--- config.mk ---
export PLATFORM = sky130hd
export DESIGN_NAME = ioport_cfg_decoder
export DESIGN_NICKNAME = d
export VERILOG_FILES = /design/src/rtl/ioc_pkg.sv /design/src/rtl/ioc_port_classify.sv /design/src/rtl/ioc_cfg_addr_reg.sv /design/src/rtl/ioc_addr_build.sv /design/src/rtl/ioport_cfg_decoder.sv
export SDC_FILE = /design/constraint.sdc
export NUM_CORES = 1
export LEC_CHECK = 0
export BUFFER_PORTS_ARGS = -buffer_cell sky130_fd_sc_hd__buf_4
export CAP_MARGIN = 20
export CORE_MARGIN = 3
export CORE_UTILIZATION = 47
export DETAILED_ROUTE_END_ITERATION = 16
export HOLD_SLACK_MARGIN = 0.02
export PLACE_DENSITY = 0.85
export SLEW_MARGIN = 20
export SYNTH_ARGS = -nofsm -noshare
export SYNTH_HDL_FRONTEND = slang
export SYNTH_HIERARCHICAL = 1
export SYNTH_SLANG_ARGS = --single-unit
--- constraint.sdc ---
create_clock -name clk -period 2.3 [get_ports clk]
set_input_delay 0.46 -clock clk [delete_from_list [all_inputs] [get_ports clk]]
set_output_delay 0.46 -clock clk [all_outputs]
set_load 0.1 [all_outputs]
--- src/rtl/ioc_pkg.sv ---
// Shared types for the I/O port configuration address decoder.
// Assumes: space codes are seen by downstream logic and must keep their values.
package ioc_pkg;
    typedef enum logic [1:0] {
        SPACE_IO  = 2'd0,
        SPACE_CFG = 2'd1,
        SPACE_REG = 2'd2
    } space_e;

    typedef enum logic [1:0] {
        KIND_OTHER    = 2'd0,
        KIND_ADDR_REG = 2'd1,
        KIND_WINDOW   = 2'd2
    } kind_e;
endpackage

--- src/rtl/ioc_port_classify.sv ---
// Classifies one I/O access by port and size: the address register port
// (only at the exact register size), the four-byte data window, or anything else.
// Assumes: WIN_PORT is aligned to four bytes.
module ioc_port_classify
    import ioc_pkg::*;
#(
    parameter int          PORT_W   = 16,
    parameter int          SIZE_W   = 3,
    parameter logic [15:0] REG_PORT = 16'hCF8,
    parameter logic [15:0] WIN_PORT = 16'hCFC,
    parameter int          REG_SIZE = 4
) (
    input  logic [PORT_W-1:0] port,
    input  logic [SIZE_W-1:0] size,
    output kind_e             kind
);
    localparam logic [PORT_W-1:0] REG_P = REG_PORT[PORT_W-1:0];
    localparam logic [PORT_W-1:0] WIN_P = WIN_PORT[PORT_W-1:0];
    localparam logic [SIZE_W-1:0] REG_S = SIZE_W'(REG_SIZE);

    logic hit_reg;
    logic hit_win;

    // Match the register port at its exact size, and the window by ignoring the low two bits.
    always_comb begin
        hit_reg = (port == REG_P) && (size == REG_S);
        hit_win = (port[PORT_W-1:2] == WIN_P[PORT_W-1:2]);
    end

    // Pick the access kind; the two matches never overlap.
    always_comb begin
        if (hit_reg)      kind = KIND_ADDR_REG;
        else if (hit_win) kind = KIND_WINDOW;
        else              kind = KIND_OTHER;
    end
endmodule

--- src/rtl/ioc_cfg_addr_reg.sv ---
// Configuration address register: loads on a qualified write, holds otherwise.
// Assumes: the caller has already qualified wr_en with port, size and direction.
module ioc_cfg_addr_reg #(
    parameter int DATA_W = 32
) (
    input  logic              clk,
    input  logic              rst_n,
    input  logic              wr_en,
    input  logic [DATA_W-1:0] wr_data,
    output logic [DATA_W-1:0] q
);
    // Clear on reset, load on a qualified write.
    always_ff @(posedge clk) begin
        if (!rst_n)     q <= '0;
        else if (wr_en) q <= wr_data;
    end
endmodule

--- src/rtl/ioc_addr_build.sv ---
// Forms the target space, address and uncacheable flag for one access.
// The data window goes to configuration space when the register's top bit is set.
// Assumes: ADDR_W > DATA_W, and the prefixes have no bits below DATA_W.
module ioc_addr_build
    import ioc_pkg::*;
#(
    parameter int                ADDR_W     = 40,
    parameter int                PORT_W     = 16,
    parameter int                DATA_W     = 32,
    parameter logic [ADDR_W-1:0] IO_PREFIX  = 40'h40_0000_0000,
    parameter logic [ADDR_W-1:0] CFG_PREFIX = 40'h80_0000_0000
) (
    input  kind_e             kind,
    input  logic [PORT_W-1:0] port,
    input  logic [DATA_W-1:0] cfg_q,
    output space_e            space,
    output logic [ADDR_W-1:0] addr,
    output logic              uncached
);
    localparam int EN_BIT = DATA_W - 1;

    logic [ADDR_W-1:0] io_addr;
    logic [ADDR_W-1:0] cfg_addr;

    // Build both candidate addresses; the index bits keep their positions.
    always_comb begin
        io_addr  = IO_PREFIX | ADDR_W'(port);
        cfg_addr = CFG_PREFIX | ADDR_W'({cfg_q[DATA_W-2:2], port[1:0]});
    end

    // Choose the space and address by access kind and the enable bit.
    always_comb begin
        space    = SPACE_IO;
        addr     = io_addr;
        uncached = 1'b1;
        unique case (kind)
            KIND_ADDR_REG: begin
                space    = SPACE_REG;
                addr     = '0;
                uncached = 1'b0;
            end
            KIND_WINDOW: begin
                if (cfg_q[EN_BIT]) begin
                    space = SPACE_CFG;
                    addr  = cfg_addr;
                end
            end
            default: ;
        endcase
    end
endmodule

--- src/rtl/ioport_cfg_decoder.sv ---
// Top level: decodes one I/O access per cycle and registers the result, which
// appears the cycle after the request strobe. A 4-byte write to the register
// port updates the register on the same edge.
// Assumes: one request at a most per cycle; req_size is a byte count.
module ioport_cfg_decoder
    import ioc_pkg::*;
#(
    parameter int                ADDR_W     = 40,
    parameter int                PORT_W     = 16,
    parameter int                SIZE_W     = 3,
    parameter int                DATA_W     = 32,
    parameter logic [15:0]       REG_PORT   = 16'hCF8,
    parameter logic [15:0]       WIN_PORT   = 16'hCFC,
    parameter int                REG_SIZE   = 4,
    parameter logic [ADDR_W-1:0] IO_PREFIX  = 40'h40_0000_0000,
    parameter logic [ADDR_W-1:0] CFG_PREFIX = 40'h80_0000_0000
) (
    input  logic              clk,
    input  logic              rst_n,
    input  logic              req_valid,
    input  logic [PORT_W-1:0] req_port,
    input  logic [SIZE_W-1:0] req_size,
    input  logic              req_write,
    input  logic [DATA_W-1:0] req_wdata,
    output logic              rsp_valid,
    output logic [1:0]        rsp_space,
    output logic [ADDR_W-1:0] rsp_addr,
    output logic              rsp_uncached,
    output logic [DATA_W-1:0] rsp_rdata
);
    kind_e             kind;
    space_e            nxt_space;
    logic [ADDR_W-1:0] nxt_addr;
    logic              nxt_unc;
    logic [DATA_W-1:0] cfg_q;
    logic              cfg_wr;
    logic [DATA_W-1:0] nxt_rdata;

    ioc_port_classify #(
        .PORT_W  (PORT_W),
        .SIZE_W  (SIZE_W),
        .REG_PORT(REG_PORT),
        .WIN_PORT(WIN_PORT),
        .REG_SIZE(REG_SIZE)
    ) u_classify (
        .port(req_port),
        .size(req_size),
        .kind(kind)
    );

    // Qualify the register write and select the read data.
    always_comb begin
        cfg_wr    = req_valid && req_write && (kind == KIND_ADDR_REG);
        nxt_rdata = (kind == KIND_ADDR_REG && !req_write) ? cfg_q : '0;
    end

    ioc_cfg_addr_reg #(
        .DATA_W(DATA_W)
    ) u_cfg_reg (
        .clk    (clk),
        .rst_n  (rst_n),
        .wr_en  (cfg_wr),
        .wr_data(req_wdata),
        .q      (cfg_q)
    );

    ioc_addr_build #(
        .ADDR_W    (ADDR_W),
        .PORT_W    (PORT_W),
        .DATA_W    (DATA_W),
        .IO_PREFIX (IO_PREFIX),
        .CFG_PREFIX(CFG_PREFIX)
    ) u_build (
        .kind    (kind),
        .port    (req_port),
        .cfg_q   (cfg_q),
        .space   (nxt_space),
        .addr    (nxt_addr),
        .uncached(nxt_unc)
    );

    // Response strobe: follows the request strobe by one cycle.
    always_ff @(posedge clk) begin
        if (!rst_n) rsp_valid <= 1'b0;
        else        rsp_valid <= req_valid;
    end

    // Response payload: captured with each request, held between requests.
    always_ff @(posedge clk) begin
        if (!rst_n) begin
            rsp_space    <= SPACE_IO;
            rsp_addr     <= '0;
            rsp_uncached <= 1'b0;
            rsp_rdata    <= '0;
        end else if (req_valid) begin
            rsp_space    <= nxt_space;
            rsp_addr     <= nxt_addr;
            rsp_uncached <= nxt_unc;
            rsp_rdata    <= nxt_rdata;
        end
    end
endmodule

==> impl_results.md <==
* Combinational group share of total power at between 10% and 20%
* H-tree Lvls at 3
* Synth area leader: dfxtp_1
* Yosys warnings at 6
* Critical path peak fanout at 14
* Die area at 11,200 µm²
* RSZ-0062 raised after global routing: true
* 1st-pass router iterations at 4
* Post-synthesis sequential area ratio at a little under half
* Num rows at 35
* Post-route cell area at 6110 µm²
* Minimum clock period at roughly 2.3 ns
* Startpoint Class: primary input
* Max-slew violations at 0
* Total number of vias at between 3,000 and 4,000
* LEAKAGE at around 2.6 nW
* First-pass GRT wire length at ~18 mm
* Antenna cell count at 0
* Number of global-route vias before repair at approximately 3,700
* Routability cong. at about 0.8
* R2R Path End: rsp_addr[11]$_SDFFE_PN0P_
* Clk_lat worst skew at roughly 0.36 ns
* Clock slew at reported path FFs at 0.11 ns
* WHS Path Cells at 3
* Max clock buf depth at 2
* Seq pwr share at a little over half
* Slowest CP cell: or3_4
* Crit Path Category: in -> reg
* PwrDens at ~570 nW/µm²
* WL/cell at around 17 µm
* Most frequent cells in the layout: 155 x buf_4, 108 x dfxtp_1, 76 x mux2i_1, 75 x nor2b_1, 32 x a32o_1
* Largest net degree at the start of global routing at 77
* Critical Path RT at approximately 2.6 ns
* Reg2reg path depth at 5
* Hold Path End: u_cfg_reg/q[18]$_SDFFE_PN0P_
* Final ANT Viol Nets at 0
* Top area cells in the synthesized netlist: dfxtp_1 46%, mux2i_1 16%, nor2b_1 10%, a32o_1 6.8%, nand4b_1 2.8%
* Top-level I/O count at approximately 130
* Endpoints failing setup at 0
* Hold path start: req_wdata[18]
* Remaining global-route overflow at 0
* Antenna violations before repair at 0
* Kind of capture point of the worst setup path: flop
* Die width at approximately 110 µm
* Slew @ Worst Pin at approximately 0.81 ns
* All-Layer GR Usage at about a fifth
* Worst hold path type: in -> reg
* Status: complete, no violations
* Synth Register Bits at roughly 110
* Root buf cell: clkbuf_8
* Hold_ws at 0.347 ns
* P_int at ~0.0025 W
* Layout area overhead at 30.1%
* Syn Area/Cell at approximately 11 µm²
* Slew headroom at 45.6%
* Clk sinks at approximately 110
* R2r setup slk at roughly 0.9 ns
* CP cell instances: buf_4 -> or3_4 -> nor4_4 -> and4b_1 -> inv_2 -> ha_4 -> nor2b_4 -> buf_12 -> and3_4 -> mux2i_1 -> nor2b_1
* Pre-CTS setup slack at -0.389 ns
* Post-DP HPWL at between 8 and 9 mm
* Final Hold Fails at 0
* Final WS setup at between 0.03 and 0.04 ns
* Fill count at around 800
* Max Cap Violations at 0
* Mapped Cells at between 400 and 500
* Core Region at ~9500 µm²
* Setup TNS at 0 ns
* Final nets at 627
* Chip height at between 100 and 150 µm
* Layout cell share with drive strength beyond 1 at between 30% and 40%
* Peak Freq at between 400 and 500 MHz
* Residual DRC count at 0
* DR iter-0 viols at around 130
* # port buffers at 130
* Crit path DAT at around 2.5 ns
* Clock power frac at between 30% and 40%
* Area of the mapped netlist at between 4000 and 5000 µm²
* NetSw at roughly 0.00099 W
* Post-DR vias/cell at about 5.3
* Hold-fix buffers, CTS at 0
* Layout Skew at 0.0101 ns
* Distinct cells, synth at 29
* Starting Density at 49.7%
* Drt total wl at approximately 12 mm
* Final Cycle Share at 98.6%
* Post-layout util at ~65%
* Switching share of power at roughly 29%
* FF-to-FF Start: u_cfg_reg/q[31]$_SDFFE_PN0P_
* CTS Buf Count at 9
* Synth top area share at between 40% and 50%
* Placement Cell Area at roughly 5800 µm²
* Largest stage delay on the critical path at between 0.3 and 0.4 ns
* Most common cell after layout, fill and taps aside: buf_4
* TritonCTS clock tree: yes
* Worst IR Drop VDD at between 0.0004 and 0.0005 V
## what timing repair did
action	CTS	global route
buffers inserted	1	2
gates resized for setup	0	9
pin swaps	0	4
endpoints found under the setup margin	1	12
gates cloned	0	1
## power groups by stage
stage / registers [W] / logic, W / clock network, W
2_1_floorplan: 0.00215 / 0.000136 / 0
5_1_grt: 0.00192 / 0.000519 / 0.00118
6_report: 0.00191 / 0.000495 / 0.00107
3_5_place_dp: 0.00195 / 0.000495 / 0
4_1_cts: 0.00191 / 0.000495 / 0.00111
3_3_place_gp: 0.00195 / 0.000488 / 0
## worst max-delay path: cells and delay by family
| kind | cells | cell delay, ns |
|---|---|---|
| simple gates | 6 | 1.25 |
| fa+ha+maj | 1 | 0.32 |
| buf+inv | 3 | 0.32 |
| mux | 1 | 0.17 |
## cell families (layout without fill, tap and decap cells)
family | count (synthesis) | count (layout) | share of synthesized area, %
compound gates | 34 | 34 | 7.14
fa+ha+maj | 4 | 4 | 1.07
buf+inv | 53 | 183 | 7.56
flops | 108 | 108 | 46.0
mux | 76 | 76 | 16.2
other cells | 1 | 7 | 0.0798
simple gates | 161 | 161 | 21.9
## synth_stat cells
library cell	instances
nor4_1	1
conb_1	1
nand2_1	14
nor2b_1	77
nand3_1	14
nand4_1	1
a32o_1	32
clkbuf_1	9
nor2b_4	1
and2_1	3
and4b_1	1
buf_4	9
mux2i_1	76
and3_1	15
and3b_1	1
or2_1	1
or3_1	1
and2_2	1
ha_1	4
nand3b_1	14
buf_2	22
inv_1	3
buf_6	6
nor4_2	1
clkbuf_2	1
nand4b_1	15
o21a_1	2
dfxtp_1	108
buf_12	3
## stage by stage
| step | total power, W | instances |
|---|---|---|
| final | 0.00348 | 702 |
| after global routing | 0.00362 | 702 |
| after CTS | 0.00352 | 700 |
| after detailed placement | 0.00245 | 683 |
| after global placement | 0.00244 | 683 |
| after floorplan | 0.00228 | 443 |
## layer usage
layer | share of wire, % | GRT usage (%) | up-vias
li1 | - | - | 1792
met1 | 43 | 24.6 | 1792
met2 | 49 | 35.5 | 137
met3 | 7.5 | 6.62 | 6
met4 | 0.50 | 4.35 | 0
met5 | 0 | 0 | -
## sequential cells by signal (all words and copies together) (netlist names)
register	count
rsp_valid	1
rsp_space	2
rsp_uncached	1
rsp_addr	40
u_cfg_reg/q	32
rsp_rdata	32
## cell type report
class                   instances  area, µm²  share of cell area, %
multi-input cells             282       2260                   36.9
flip-flops and latches        108       2160                   35.4
repair buffers                164       1340                   21.9
well taps                     129        161                   2.64
clock buffers                  10        128                   2.09
clock inverters                 6       53.8                  0.880
inverters                       3       11.3                  0.184
## worst max path at each step
stage,start,to,cells after the start
after floorplan,req_port[12],u_cfg_reg/q[0]$_SDFFE_PN0P_,12
after global placement,req_port[12],rsp_addr[29]$_SDFFE_PN0P_,10
after detailed placement,req_port[12],rsp_addr[21]$_SDFFE_PN0P_,10
after CTS,req_port[12],rsp_addr[15]$_SDFFE_PN0P_,11
after global routing,req_port[15],rsp_addr[11]$_SDFFE_PN0P_,11
final,req_port[15],rsp_addr[21]$_SDFFE_PN0P_,11
Note: power is estimated with default switching activity, not from simulation.
